<file path="src/rtl/updn_timer_pkg.sv">
package updn_timer_pkg;
   localparam int unsigned ADDR_W = 3;

   typedef enum logic [ADDR_W-1:0] {
      RA_CTRL   = 3'd0,
      RA_STAT   = 3'd1,
      RA_COUNT  = 3'd2,
      RA_PERIOD = 3'd3,
      RA_DIV    = 3'd4
   } reg_addr_e;

   // control register bit positions
   localparam int unsigned CB_EN   = 0;
   localparam int unsigned CB_BUF  = 1;
   localparam int unsigned CB_DIR  = 2;
   localparam int unsigned CB_MODE = 3;   // two bits, 4:3
   localparam int unsigned CB_UPD  = 5;
   localparam int unsigned CTRL_W  = 6;

   typedef struct packed {
      logic       en;
      logic       buf_en;
      logic [1:0] mode;
   } ctrl_t;
endpackage

</file>
<file path="src/rtl/updn_timer_regs.sv">
module updn_timer_regs
   import updn_timer_pkg::*;
#(
   parameter int CNT_W = 16,
   parameter int DIV_W = 16,
   parameter int BUS_W = 16
) (
   input  logic              clk,
   input  logic              rst_n,
   input  logic              reg_wr,
   input  logic [ADDR_W-1:0] reg_addr,
   input  logic [BUS_W-1:0]  reg_wdata,
   output logic [BUS_W-1:0]  reg_rdata,
   input  logic              hw_evt,
   input  logic              dir_stat,
   input  logic [CNT_W-1:0]  count,
   output ctrl_t             ctrl,
   output logic              sw_upd,
   output logic              dir_we,
   output logic              dir_wval,
   output logic [CNT_W-1:0]  per_shadow,
   output logic [CNT_W-1:0]  per_act,
   output logic [DIV_W-1:0]  div_shadow,
   output logic              flag
);
   logic wr_ctrl, wr_stat, wr_per, wr_div, update;

   assign wr_ctrl  = reg_wr && (reg_addr == RA_CTRL);
   assign wr_stat  = reg_wr && (reg_addr == RA_STAT);
   assign wr_per   = reg_wr && (reg_addr == RA_PERIOD);
   assign wr_div   = reg_wr && (reg_addr == RA_DIV);
   assign sw_upd   = wr_ctrl && reg_wdata[CB_UPD];
   assign update   = hw_evt || sw_upd;
   assign dir_we   = wr_ctrl && (ctrl.mode == 2'b00);
   assign dir_wval = reg_wdata[CB_DIR];

   always_ff @(posedge clk or negedge rst_n) begin
      if (!rst_n) begin
         ctrl       <= '0;
         per_shadow <= '1;
         per_act    <= '1;
         div_shadow <= '0;
         flag       <= 1'b0;
      end else begin
         if (wr_ctrl) begin
            ctrl.en     <= reg_wdata[CB_EN];
            ctrl.buf_en <= reg_wdata[CB_BUF];
            ctrl.mode   <= reg_wdata[CB_MODE +: 2];
         end
         if (wr_per)
            per_shadow <= reg_wdata[CNT_W-1:0];
         if (wr_per && !ctrl.buf_en)
            per_act <= reg_wdata[CNT_W-1:0];
         else if (update)
            per_act <= per_shadow;
         if (wr_div)
            div_shadow <= reg_wdata[DIV_W-1:0];
         // a hardware event outranks a software clear in the same cycle
         if (hw_evt)
            flag <= 1'b1;
         else if (wr_stat && !reg_wdata[0])
            flag <= 1'b0;
      end
   end

   always_comb begin
      reg_rdata = '0;
      unique case (reg_addr)
         RA_CTRL: begin
            reg_rdata[CB_EN]         = ctrl.en;
            reg_rdata[CB_BUF]        = ctrl.buf_en;
            reg_rdata[CB_DIR]        = dir_stat;
            reg_rdata[CB_MODE +: 2]  = ctrl.mode;
         end
         RA_STAT:   reg_rdata[0]       = flag;
         RA_COUNT:  reg_rdata[CNT_W-1:0] = count;
         RA_PERIOD: reg_rdata[CNT_W-1:0] = per_shadow;
         RA_DIV:    reg_rdata[DIV_W-1:0] = div_shadow;
         default:   reg_rdata = '0;
      endcase
   end
endmodule

</file>
<file path="src/rtl/updn_timer_presc.sv">
module updn_timer_presc #(
   parameter int DIV_W    = 16,
   parameter bit PRESC_EN = 1'b1
) (
   input  logic             clk,
   input  logic             rst_n,
   input  logic             en,
   input  logic             update,
   input  logic [DIV_W-1:0] div_shadow,
   output logic             tick
);
   generate
      if (PRESC_EN) begin : g_div
         logic [DIV_W-1:0] div_act, div_cnt;

         assign tick = en && (div_cnt == div_act);

         always_ff @(posedge clk or negedge rst_n) begin
            if (!rst_n) begin
               div_act <= '0;
               div_cnt <= '0;
            end else if (update) begin
               div_act <= div_shadow;
               div_cnt <= '0;
            end else if (en) begin
               div_cnt <= tick ? '0 : div_cnt + 1'b1;
            end
         end
      end else begin : g_nodiv
         logic unused_presc;
         assign unused_presc = ^{div_shadow, update, clk, rst_n};
         assign tick         = en;
      end
   endgenerate
endmodule

</file>
<file path="src/rtl/updn_timer_core.sv">
module updn_timer_core #(
   parameter int CNT_W = 16
) (
   input  logic             clk,
   input  logic             rst_n,
   input  logic             tick,
   input  logic             sw_upd,
   input  logic             center,
   input  logic             dir_we,
   input  logic             dir_wval,
   input  logic [CNT_W-1:0] per_act,
   input  logic [CNT_W-1:0] per_shadow,
   output logic [CNT_W-1:0] count,
   output logic             dir,
   output logic             evt
);
   logic [CNT_W-1:0] nxt_cnt;
   logic [CNT_W:0]   inc;
   logic             nxt_dir, turn;

   assign inc = {1'b0, count} + 1'b1;

   always_comb begin
      nxt_cnt = count;
      nxt_dir = dir;
      turn    = 1'b0;
      if (center) begin
         if (!dir) begin
            if (inc >= {1'b0, per_act}) begin
               nxt_cnt = per_act;
               nxt_dir = 1'b1;
               turn    = 1'b1;
            end else begin
               nxt_cnt = inc[CNT_W-1:0];
            end
         end else begin
            if (count <= CNT_W'(1)) begin
               nxt_cnt = '0;
               nxt_dir = 1'b0;
               turn    = 1'b1;
            end else begin
               nxt_cnt = count - 1'b1;
            end
         end
      end else if (!dir) begin
         if (count >= per_act) begin
            nxt_cnt = '0;
            turn    = 1'b1;
         end else begin
            nxt_cnt = inc[CNT_W-1:0];
         end
      end else begin
         if (count == '0) begin
            nxt_cnt = per_act;
            turn    = 1'b1;
         end else begin
            nxt_cnt = count - 1'b1;
         end
      end
   end

   assign evt = tick && turn && !sw_upd;

   always_ff @(posedge clk or negedge rst_n) begin
      if (!rst_n) begin
         count <= '0;
         dir   <= 1'b0;
      end else begin
         if (sw_upd)
            count <= dir ? per_shadow : '0;
         else if (tick) begin
            count <= nxt_cnt;
            dir   <= nxt_dir;
         end
         if (dir_we)
            dir <= dir_wval;
      end
   end
endmodule

</file>
<file path="src/rtl/updn_timer.sv">
module updn_timer
   import updn_timer_pkg::*;
#(
   parameter int  CNT_W    = 16,
   parameter int  DIV_W    = 16,
   parameter bit  PRESC_EN = 1'b1,
   localparam int BUS_W    = (CNT_W > DIV_W) ? CNT_W : DIV_W
) (
   input  logic              clk,
   input  logic              rst_n,
   input  logic              reg_wr,
   input  logic [ADDR_W-1:0] reg_addr,
   input  logic [BUS_W-1:0]  reg_wdata,
   output logic [BUS_W-1:0]  reg_rdata,
   output logic [CNT_W-1:0]  count_o,
   output logic              dir_o,
   output logic              flag_o
);
   generate
      if (CNT_W < 2)       begin : g_bad_cnt $error("CNT_W must be at least 2"); end
      if (DIV_W < 1)       begin : g_bad_div $error("DIV_W must be at least 1"); end
      if (BUS_W < CTRL_W)  begin : g_bad_bus $error("bus too narrow for control"); end
   endgenerate

   ctrl_t            ctrl;
   logic             sw_upd, dir_we, dir_wval, tick, hw_evt;
   logic [CNT_W-1:0] per_shadow, per_act;
   logic [DIV_W-1:0] div_shadow;

   updn_timer_regs #(.CNT_W(CNT_W), .DIV_W(DIV_W), .BUS_W(BUS_W)) u_regs (
      .clk(clk), .rst_n(rst_n), .reg_wr(reg_wr), .reg_addr(reg_addr),
      .reg_wdata(reg_wdata), .reg_rdata(reg_rdata), .hw_evt(hw_evt),
      .dir_stat(dir_o), .count(count_o), .ctrl(ctrl), .sw_upd(sw_upd),
      .dir_we(dir_we), .dir_wval(dir_wval), .per_shadow(per_shadow),
      .per_act(per_act), .div_shadow(div_shadow), .flag(flag_o)
   );

   updn_timer_presc #(.DIV_W(DIV_W), .PRESC_EN(PRESC_EN)) u_presc (
      .clk(clk), .rst_n(rst_n), .en(ctrl.en), .update(hw_evt || sw_upd),
      .div_shadow(div_shadow), .tick(tick)
   );

   updn_timer_core #(.CNT_W(CNT_W)) u_core (
      .clk(clk), .rst_n(rst_n), .tick(tick), .sw_upd(sw_upd),
      .center(ctrl.mode != 2'b00), .dir_we(dir_we), .dir_wval(dir_wval),
      .per_act(per_act), .per_shadow(per_shadow), .count(count_o),
      .dir(dir_o), .evt(hw_evt)
   );
endmodule

</file>
<file path="config.mk">
export PLATFORM = sky130hd
export DESIGN_NAME = updn_timer
export DESIGN_NICKNAME = d
export VERILOG_FILES = /design/src/rtl/updn_timer_pkg.sv /design/src/rtl/updn_timer_regs.sv /design/src/rtl/updn_timer_presc.sv /design/src/rtl/updn_timer_core.sv /design/src/rtl/updn_timer.sv
export SDC_FILE = /design/constraint.sdc
export NUM_CORES = 1
export LEC_CHECK = 0
export CAP_MARGIN = 20
export CORE_MARGIN = 5
export CORE_UTILIZATION = 50
export DETAILED_ROUTE_END_ITERATION = 10
export HOLD_SLACK_MARGIN = 0.02
export PLACE_DENSITY = 0.78
export SETUP_SLACK_MARGIN = 0.05
export SYNTH_ARGS = -nofsm -noshare
export SYNTH_HDL_FRONTEND = slang
export SYNTH_HIERARCHICAL = 1
export SYNTH_SLANG_ARGS = --single-unit
</file>
<file path="constraint.sdc">
create_clock -name clk -period 6.3 [get_ports clk]
set_input_delay 0.63 -clock clk [delete_from_list [all_inputs] [get_ports clk]]
set_output_delay 0.63 -clock clk [all_outputs]
set_load 0.05 [all_outputs]
</file>
==> Yosys cells after proc, flatten, opt, wreduce, memory -nomap -nowiden <==
Cells that the tools add are included.
Widths: inputs -> output; s select.
{ "totals": {"ff_bits": 102, "in_bits": 22, "output_inout_bits": 34, "elab_cells": 82} }
{ "classes": {"add_sub_neg": 3, "magnitude_cmp": 3, "eq_ne": 6, "muxes": 33, "reduce_logical": 26} }
{ "ops": {"columns": ["cell", "n"], "rows": [
  ["$mux 16", 15],
  ["$pmux 11 s3", 1],
  ["$add 16x1->17 const B", 1],
  ["$ge 17x16->1", 1],
  ["$add 16x1->16 const B", 1],
  ["$eq 16x16->1", 1],
  ["$ge 16x16->1", 1],
  ["$le 16x1->1 const B", 1],
  ["$logic_not 16->1", 1],
  ["$pmux 4 s4", 1],
  ["$sub 16x1->16 const B", 1],
  ["$mux 1", 15],
  ["$reduce_bool 2->1", 7],
  ["$logic_and 1x1->1", 11],
  ["$eq 3x2->1 const B", 2],
  ["$pmux 1 s5", 1],
  ["$eq 3x1->1 const B", 1],
  ["$eq 3x3->1 const B", 1],
  ["$logic_not 1->1", 3],
  ["$logic_not 3->1", 1],
  ["$reduce_and 3->1", 1],
  ["$logic_not 2->1", 1],
  ["$ne 2x2->1 const B", 1],
  ["$logic_or 1x1->1", 1]
]} }

==> Depth between registers and ports, before layout <==
Gate-level depths: netlist (run 1).
{ "depth": {"depth_word": 10, "ltp_mapped": 23, "ltp_nobuf": 19} }

==> Hierarchy <==
Netlist (run 1), hierarchy kept.
{ "modules_own_cells": {"columns": ["module", "n_inst", "cells_per_inst", "area_each_um2", "seq_area_each_um2"], "rows": [
  ["updn_timer_core", 1, 408, 3035.4, 425.4],
  ["updn_timer_regs", 1, 241, 2635.0, 1366.3],
  ["updn_timer_presc", 1, 152, 1639.1, 800.8],
  ["updn_timer", 1, 2, 12.5, 0.0]
]} }

==> Worst setup path before layout (run 1) <==
No wires, ideal clock.
{ "synth_timing": {"path_kind": "register to register", "startpoint": "register u_core.count[4]", "endpoint": "register u_presc.g_div.div_act[10]", "setup_time_ns": 0.125, "arrival_time_ns": 4.461, "required_time_ns": 6.175, "path_slack_ns": 1.715, "stages_incl_launch_ff": 21, "path_buffers": 5, "synth_period_minus_slack_ns": 4.585, "cell_sequence": "dfrtp_1 buf_2 nand4_1 nor3_1 nand2_1 xor2_1 inv_1 ha_1 nand3_1 nor2_1 a31oi_1 and3_1 buf_2 and2_1 buf_2 a21o_1 a32oi_1 or2_1 clkbuf_1 buf_1 mux2_2"} }
{ "synth_between": {"elab_chain_cells": 8, "elab_cells_between_ends": 15, "classes_between": "add/sub: 1; order compare: 3; mux: 7; reduce/logical: 4"} }
{ "synth_lines": {"columns": ["item", "line", "source"], "rows": [
  ["from (decl)", "updn_timer_core.sv:13", "output logic [CNT_W-1:0] count,"],
  ["from (signal assigned)", "updn_timer_core.sv:70", "count <= dir ? per_shadow : '0;"],
  ["from (signal assigned)", "updn_timer_core.sv:72", "count <= nxt_cnt;"],
  ["$add 16x1->17", "updn_timer_core.sv:21", "assign inc = {1'b0, count} + 1'b1;"],
  ["$ge 17x16->1", "updn_timer_core.sv:29", "if (inc >= {1'b0, per_act}) begin"],
  ["$mux 1", "updn_timer_core.sv:29", null],
  ["$mux 1", "updn_timer_core.sv:28", "if (!dir) begin"],
  ["$mux 1 *", "updn_timer_core.sv:27", "if (center) begin"],
  ["$logic_and 1x1->1 * (2 in a row)", "updn_timer_core.sv:62", "assign evt = tick && turn && !sw_upd;"],
  ["via hw_evt", "updn_timer.sv:26", "logic sw_upd, dir_we, dir_wval, tick, hw_evt;"],
  ["$logic_or 1x1->1 *", "updn_timer.sv:39", ".clk(clk), .rst_n(rst_n), .en(ctrl.en), .update(hw_evt || sw_upd),"],
  ["to (signal assigned)", "updn_timer_presc.sv:23", "div_act <= div_shadow;"],
  ["to (decl)", "updn_timer_presc.sv:14", "logic [DIV_W-1:0] div_act, div_cnt;"]
]} }
Mark *: on every way through the listed nets, which the timed path passes. The rest lies on a longest branch.
A chain may end at the register's enable or synchronous reset.

==> Worst setup path after layout (run 1) <==
{ "layout_timing": {"startpoint": "register u_core.count[0]", "endpoint": "register u_presc.g_div.div_cnt[8]"} }
{ "layout_between": {"elab_chain_cells": 9, "elab_cells_between_ends": 17, "classes_between": "add/sub: 1; order compare: 3; mux: 8; reduce/logical: 5"} }
{ "layout_lines": {"columns": ["item", "line", "source"], "rows": [
  ["$add 16x1->17", "updn_timer_core.sv:21", null],
  ["$ge 17x16->1", "updn_timer_core.sv:29", null],
  ["$mux 1", "updn_timer_core.sv:29", null],
  ["$mux 1", "updn_timer_core.sv:28", null],
  ["$mux 1 *", "updn_timer_core.sv:27", null],
  ["$logic_and 1x1->1 * (2 in a row)", "updn_timer_core.sv:62", null],
  ["via hw_evt", "updn_timer.sv:26", null],
  ["$logic_or 1x1->1 *", "updn_timer.sv:39", null],
  ["$mux 16 / $reduce_bool 2->1 (equally long branches)", null, null],
  ["to (signal assigned)", "updn_timer_presc.sv:26", "div_cnt <= tick ? '0 : div_cnt + 1'b1;"],
  ["to (decl)", "updn_timer_presc.sv:14", null]
]} }
Marked as above.

==> results by stage, run 1 <==
GRT:
- The routing usage on met2 is 38.6%.
- The aggregate global-route resource usage is 24.1%.
- The global-route congestion overflow total is 0.
- The wire length of the first global-routing pass is 33,200 um.
- The number of antenna violations at the first check in global routing came to 0.
- The layer with the highest usage after global routing is met2.
- The met3 track utilization from global routing is 3.54%.
- The via count of the first global-routing pass is 6,284.
- Entering global routing, the biggest net connects 77 pins.
- The fraction of met1 tracks used by global routing is 34.2%.

CTS:
- Counting every sink on the clock net gives 102.
- Clock latency on the worst-skew pair, taken at its later pin, is 0.35 ns.
- The clock passes through at most 2 buffers.
- After clock tree synthesis, the clock-pin slew on the worst setup and hold paths is 0.07 ns.
- In this run, post-CTS repair resized a total of 0 instances.
- The clock tree from TritonCTS is done.
- The number of clock buffers added by TritonCTS is 9.
- The clock tree synthesis step divided the H-tree into 3 levels.
- The total of hold buffers inserted after clock tree synthesis is 0.
- Once the clock tree was built, the setup fixing pass inserted 0 buffers.
- The root buffer selected by CTS is clkbuf_16.

Final layout:
- The flip-flop and latch area is 0.00259 mm2.
- Leaving out fill and tap cells, the most frequent cell in the layout is nand2_1.
- The antenna diode instance count is 0.
- In the layout the commonest cells are 82 x nand2_1, 70 x dfrtp_1, 68 x nor2_1, 54 x clkdlybuf4s50_1, 52 x mux2_2.
- The area growth from synthesis to layout is 12.7%.
- Fill cells in the final layout number 1,261.
- Summing all multi-input logic gate instances after layout gives 0.00434 mm2.
- In the final design database the tool counted 886 nets.
- Cells with a size suffix above 1 make up 15.6% of the layout.

Critical path:
- For the worst setup path, the data required time is 6.52 ns.
- The critical path endpoint category is a flip-flop.
- The maximum fanout encountered on the critical timing path is 17.
- At the worst endpoint, the arrival time is 5.48 ns.
- The worst-case reg-to-reg path depth is 19.
- The worst setup path is launched from a flip-flop.
- By startpoint and endpoint, the worst setup path is classified as reg2reg.

Logic synthesis:
- The fraction of synthesis flops using an asynchronous set or reset pin is 100%.
- For this run, the number of Yosys warnings is 6.
- The number of enable flip-flop cells after synthesis is 0.
- The instance count of the mapped netlist is 803.
- The synthesized netlist contains 68 unique library cells.
- The commonest register cell after synthesis is dfrtp_1.
- Synthesis inferred 102 register bits.
- The net count after synthesis is 862.
- Averaged over all synthesized cells, the footprint is 9.12 um2.
- The share of the Yosys chip area taken by registers is 35.4%.
- In this run the cell area of the synthesized design comes to 0.00732 mm2.

Drt:
- The average wire per standard cell is 19.9 um.
- The detailed-route DRC error count is 0.
- The pre-antenna-repair detailed-routing pass consisted of 6 iterations.
- The routed layout has 6,449 vias.
- After the first detailed-routing iteration, the DRC count stood at 654.
- The average via count per standard cell is 6.35.
- The final antenna-violating net count is 0.
- The total wire length is 20,200 um.

Run:
- The count of max-cap constraint violations is 0.

Timing:
- The setup TNS is 0 ns.
- After layout, the worst path uses 83.5% of the clock period.
- The worst clock skew is 0.00842 ns.
- The final number of setup-violating endpoints is 0.
- The worst pin sits at a relative slew slack of 27.8%.
- Setup repair after global routing left no endpoint under its margin.
- After layout, the minimum clock period comes to 5.26 ns.
- The number of endpoints with negative hold slack in the final report came to 0.
- In the post-route analysis, the smallest setup slack over all paths is 1.04 ns.
- The max-slew violation count is 0.
- The achievable clock frequency is 190 MHz.
- At the pin with the least slew margin, the transition time is 1.08 ns.

Die:
- The die is 131 um tall.
- The number of ports placed on the die boundary is 56.
- The number of placement rows is 44.
- The die span in x is 131 um.
- The region available for standard cell placement spans 0.0144 mm2.
- The die covers 0.0172 mm2.
- For this configuration, the core starts out at a cell density of 50.8%.

Power and ir drop:
- The static power due to leakage is 0.00359 uW.
- For this design the ratio of total power to cell area is 275 mW/mm2.
- VDD sags by at most 0.178 mV.

Place:
- The setup slack after placement is 1.19 ns.
- Input and output buffers added on the ports amount to 55.
- Routability-driven placement finished with a final weighted congestion of 0.971.
- The detailed placement HPWL is 14,700 um.

Worst hold path:
- The worst hold-check path type is in2async.

Run status:
- The run finished with clean final reports.
state kept, by name, indices dropped and copies added, names as in the netlist:
| name | count |
|---|---|
| u_core/dir | 1 |
| u_core/count | 16 |
| u_regs/ctrl | 4 |
| u_presc/g_div.div_act | 16 |
| u_regs/div_shadow | 16 |
| u_regs/per_shadow | 16 |
| u_presc/g_div.div_cnt | 16 |
| u_regs/flag | 1 |
| u_regs/per_act | 16 |
metrics by stage:
step           instance area [um2]  total power (uW)  utilization, %  hold WS (ns)  instances
2_1_floorplan                 7320              1420               -         0.334        803
4_1_cts                       8240              2280            57.1         0.189       1015
5_1_grt                       8250              2400            57.2         0.209       1016
3_3_place_gp                  7900              1630            54.8         0.486        999
6_report                      8250              2270            57.2         0.188       1016
3_5_place_dp                  7900              1640            54.8         0.496        999
synthesized netlist by cell type (all sizes together), types with 6 or more instances:
cell     n  area share, %
a21oi   36            2.5
buf     32            2.6
ha      37            6.3
dfstp   32             11
o211ai  11            1.1
a31oi   27            2.3
a22oi   19            2.0
xnor2   24            2.9
nand3   24            1.6
nand2   82            4.2
o21ai   44            3.0
nor4b    6           0.92
nor3    13           0.96
mux2i   22            3.0
nor2    70            3.7
or2      6           0.55
clkbuf  20            1.0
nand4   12            1.1
dfrtp   70             24
xor2    29            3.5
mux2    52            8.0
nor4    13            1.7
a21o    10            1.1
inv     32            1.6
o211a    9            1.2
a211oi   9           0.92
nand2b   7           0.60
path summary, 6_finish.rpt:
kind                                 startpoint  slack [ns]                       end
max                             u_core/count[0]        1.04  u_presc/g_div.div_cnt[8]
min in group clk           u_regs/per_shadow[5]        0.51         u_regs/per_act[5]
min reg2reg                u_regs/per_shadow[5]        0.51         u_regs/per_act[5]
min                                       rst_n        0.19            u_regs/ctrl[3]
max reg2reg                     u_core/count[0]        1.04  u_presc/g_div.div_cnt[8]
max in group asynchronous                 rst_n        4.88          u_core/count[11]
logic make-up after synthesis:
group | synth area share [%]
XOR/XNOR | 6.34
adder cells (fa/ha/maj) | 6.32
buffers and inverters | 5.37
AO/OA/AOI/OAI | 17.5
AND/OR/NAND/NOR | 18.0
flip-flops | 35.4
multiplexers | 11.0
final cells by class:
cell class	instances	share of cell area, %
Clock inverter	7	1.38
Timing Repair Buffer	65	7.60
Clock buffer	9	2.73
Tap cell	184	2.79
Multi-Input combinational cell	615	52.5
Sequential cell	102	31.4
Inverter	34	1.55
metal layers:
metal | wire length [um] | up-vias | part of all wire, %
met4 | 396 | 0 | 2.0
met5 | 0 | - | 0
li1 | - | 2964 | -
met3 | 1460 | 41 | 7.2
met1 | 8900 | 3121 | 44
met2 | 9480 | 323 | 47
where the power goes:
part           leakage [uW]  switching, uW  internal [uW]
combinational       0.00219            390            285
clock              0.000166            263            359
sequential          0.00123            153            823
worst max-delay path: stages, from the launching register on:
cell,delay [ns]
dfrtp_1,0.64
ha_1,0.34
nand2_1,0.09
nor3_2,0.32
nand3_1,0.14
xnor2_1,0.30
ha_1,0.32
a21oi_1,0.16
nand2_1,0.06
o21ai_0,0.14
and3_1,0.55
and2_1,0.51
a21o_1,0.18
a32oi_1,0.10
or2_1,0.44
o211a_1,0.31
and4_1,0.22
nand3_1,0.10
xor2_1,0.15
nor2_1,0.05
Note: power is estimated with default switching activity, not from simulation.
==> run 2, diff against run 1 <==
==> constraint.sdc (replaced) <==
create_clock -name clk -period 5.21 [get_ports clk]
set_input_delay 0.521 -clock clk [delete_from_list [all_inputs] [get_ports clk]]
set_output_delay 0.521 -clock clk [all_outputs]
set_load 0.05 [all_outputs]
==> run 2 against run 1 <==
Fmax rose by 16%. Routed wire length increased by 2.3%. Register-to-register slack got worse by 0.38 ns. Cell count increased by 1.5%. Highest routed layer unchanged. Final area up 1.0%.
==> results by stage, run 2 (synthesis results as in run 1) <==
Critical path:
- The maximum fanout encountered on the critical timing path is 10 (-7).
- The critical path data required time is 5.44 ns (-1.08 ns).
- The longest individual stage delay on the worst path is 0.55 ns (-0.09 ns).
- The critical path startpoint category is a flip-flop.
- The cell family contributing the most delay on the critical path is simple AND/OR/NAND/NOR gates.
- The worst setup slack for register-to-register paths came to 0.66 ns (-0.38 ns).
- The sum of buffers and inverters on the critical path is 0 (unchanged).
- The signal on the critical path passes through ha_1, nand2_1, nor3_2, nand3_1, xnor2_1, ha_1, nand3_1, nor2_1, o21ai_0, a21o_1, and2_1, a21o_1, a32oi_1, or2_1, o211a_1, and4_1, nand3_1, xor2_1, nor2_1.
- The critical path endpoint category is a flip-flop.
- Counting stages on the worst path, the most repeated cell is nand3_1.
- The worst reg2reg path startpoint is u_core/count[1].
- The worst-case reg-to-reg path depth is 19 (unchanged).
- The data arrival time of the worst path came to 4.77 ns (-0.71 ns).
- For this design, the slowest cell found on the critical path is dfrtp_1.
- The critical path is of the reg2reg type.
- The endpoint identified for the worst register-to-register timing path is u_presc/g_div.div_cnt[8].

Power and ir drop:
- The power per unit of standard cell area is 322 mW/mm2 (+17%).
- The share of total power in sequential cells is 44.0% (+1.1 points).
- The switching share of total power is 36.1% (+0.62 points).
- The fraction of power consumed by combinational cells was 30.5% (+0.8 points).
- The clock power share is 25.6% (-1.8 points).
- The internal power came to 1720 uW (+17%).
- The peak ir drop on the vdd network is 0.221 mV (+24%).
- The switching power summed over all nets came to 970 uW (+20%).
- The static power due to leakage is 0.00365 uW (+1.8%).

Die:
- The height of the die was 131 um (unchanged).
- The number of ports placed on the die boundary was 56 (unchanged).
- The initial core utilization came to 50.8% (unchanged).
- The number of placement rows is 44 (unchanged).
- The die area came to 0.0172 mm2 (unchanged).
- The core box area is 0.0144 mm2 (unchanged).
- The die span in x is 131 um (unchanged).

CTS:
- The root buffer selected by CTS is clkbuf_16.
- The number of clock sinks came to 102 (unchanged).
- The total of cells resized after clock tree synthesis is 0 (unchanged).
- The depth of the CTS H-tree was 3 (unchanged).
- The clock-pin slew reported for the worst setup and hold paths after clock tree synthesis was 0.07 ns (about the same).
- The post-CTS repair timing setup buffer count is 0 (unchanged).
- The buffer levels on the longest clock path is 2 (unchanged).
- The clock tree from TritonCTS is done.
- The number of CTS-inserted buffers is 9 (unchanged).
- The clock network latency to the later pin of the worst-skew pair is 0.36 ns (about the same).
- The total of hold buffers inserted after clock tree synthesis is 0 (unchanged).

Final layout:
- Leaving out fill and tap cells, the most frequent cells in the layout are 82 x nand2_1, 70 x dfrtp_1, 68 x nor2_1, 54 x clkdlybuf4s50_1, 52 x mux2_2.
- The layout overhead on the synthesized area is 13.9%.
- The antenna diode instance count was 0 (unchanged).
- The net count reported at finish is 901 (+1.7%).
- The share of post-route cells with drive strength above 1 was 17.1% (+1.5 points).
- The library cell used most frequently in the layout, excluding fill and tap cells, is nand2_1.
- The fraction of the core area covered by cells at the end of the flow was 57.8% (+0.59 points).

GRT:
- The via count of the first global-routing pass was 6,405 (+1.9%).
- The global-route congestion overflow total is 0 (unchanged).
- The number of antenna violations at the first check in global routing is 0 (unchanged).
- The wire length of the first global-routing pass is 33,800 um (+1.8%).
- The maximum number of pins on one net before global-route repair is 62 (-19%).
- The aggregate global-route resource usage is 24.9% (+0.71 points).

Drt:
- The average via count per standard cell is 6.27 (-1.2%).
- The final antenna-violating net count is 0 (unchanged).
- The detailed-route DRC error count is 0 (unchanged).
- The average wire per standard cell is 20.1 um (+0.85%).
- The number of DRC markers in iteration 0 was 798 (+22%).
- The total wire length came to 20,700 um (+2.3%).
- The number of vias after detailed routing came to 6,463 (+0.22%).
- The length of the first detailed-routing pass in iterations is 8 (+2).

Run status:
- The flow ran to the end, and the final reports show no timing, DRC or antenna violations.

Place:
- The detailed placement HPWL came to 15,000 um (+2.6%).
- The number of I/O port buffers is 55 (unchanged).
- The global placement routability congestion is 0.942 (-3.0%).

Run:
- The count of max-cap constraint violations is 0 (unchanged).

Timing:
- The achievable clock frequency is 220 MHz (+16%).
- The final critical delay including setup and external delays is 4.55 ns (-0.713 ns).
- The number of endpoints with negative hold slack in the final report is 0 (unchanged).
- The worst clock skew came to 0.00937 ns (+0.000951 ns).
- The setup TNS is 0 ns (unchanged).
- The share of the cycle needed by the critical path after routing was 87.3% (+3.8 points).
- The max-slew violation count was 0 (unchanged).
- The remaining max-slew budget at the tightest pin is 36.5% (+8.7 points).
- The slew of the pin with the lowest slew margin was 0.952 ns (-0.131 ns).
- The final number of setup-violating endpoints is 0 (unchanged).
- Setup repair after global routing left no endpoint under its margin.

Worst hold path:
- The worst hold-check path type is in2async.
==> run 2: changes by cell type in the layout (fill, tap and decap cells not counted) <==
cell and change:
clkinv_8 -1, clkinvlp_4 +1, buf_6 -1, bufinv_16 -1, buf_16 +1, clkinv_2 +3, inv_6 -1, buf_4 +15
inv_8 -1
==> run 2: layout make-up <==
cell class | count | area (um2)
Inverter | 34 | 128
Clock buffer | 9 | 225
Clock inverter | 7 | 70.1
Tap cell | 184 | 230
Timing Repair Buffer | 80 | 756
Multi-Input combinational cell | 615 | 4340
Sequential cell | 102 | 2590
Fill cell | 1304 | 6090
==> run 2: power groups by stage <==
stage | clock, uW | combinational (uW) | sequential (uW)
finish | 687 | 819 | 1180
global route | 719 | 897 | 1200
CTS | 691 | 807 | 1180
detailed placement | 0 | 799 | 1190
global placement | 0 | 781 | 1190
floorplan | 0 | 598 | 1130
==> run 2: per-stage QoR <==
stage	setup WS (ns)	cells	hold slack, ns	instance area (um2)	total power (uW)
4_1_cts	0.715	1030	0.169	8310	2680
6_report	0.663	1031	0.154	8340	2690
5_1_grt	0.398	1031	0.191	8340	2820
3_3_place_gp	0.976	1014	0.487	8020	1970
2_1_floorplan	0.625	803	0.225	7320	1720
3_5_place_dp	0.742	1014	0.496	8020	1990
==> run 2: layer usage <==
layer	GRT usage, %	share of wire [%]	vias to the layer above
met1	34.2	43	3100
met3	4.92	8.1	53
met4	6.53	2.2	0
met2	40.2	46	329
li1	-	-	2981
met5	0	0	-
==> run 2: worst max-delay path by stage <==
| stage | to | depth (start not counted) | startpoint |
|---|---|---|---|
| 6_report | u_presc/g_div.div_cnt[8] | 19 | u_core/count[1] |
| 5_1_grt | u_presc/g_div.div_cnt[13] | 19 | u_core/count[1] |
| 4_1_cts | u_presc/g_div.div_cnt[8] | 19 | u_core/count[1] |
| 3_5_place_dp | u_presc/g_div.div_cnt[8] | 19 | u_core/count[1] |
| 3_3_place_gp | u_presc/g_div.div_cnt[8] | 19 | u_core/count[1] |
| 2_1_floorplan | u_presc/g_div.div_act[10] | 20 | u_core/count[4] |
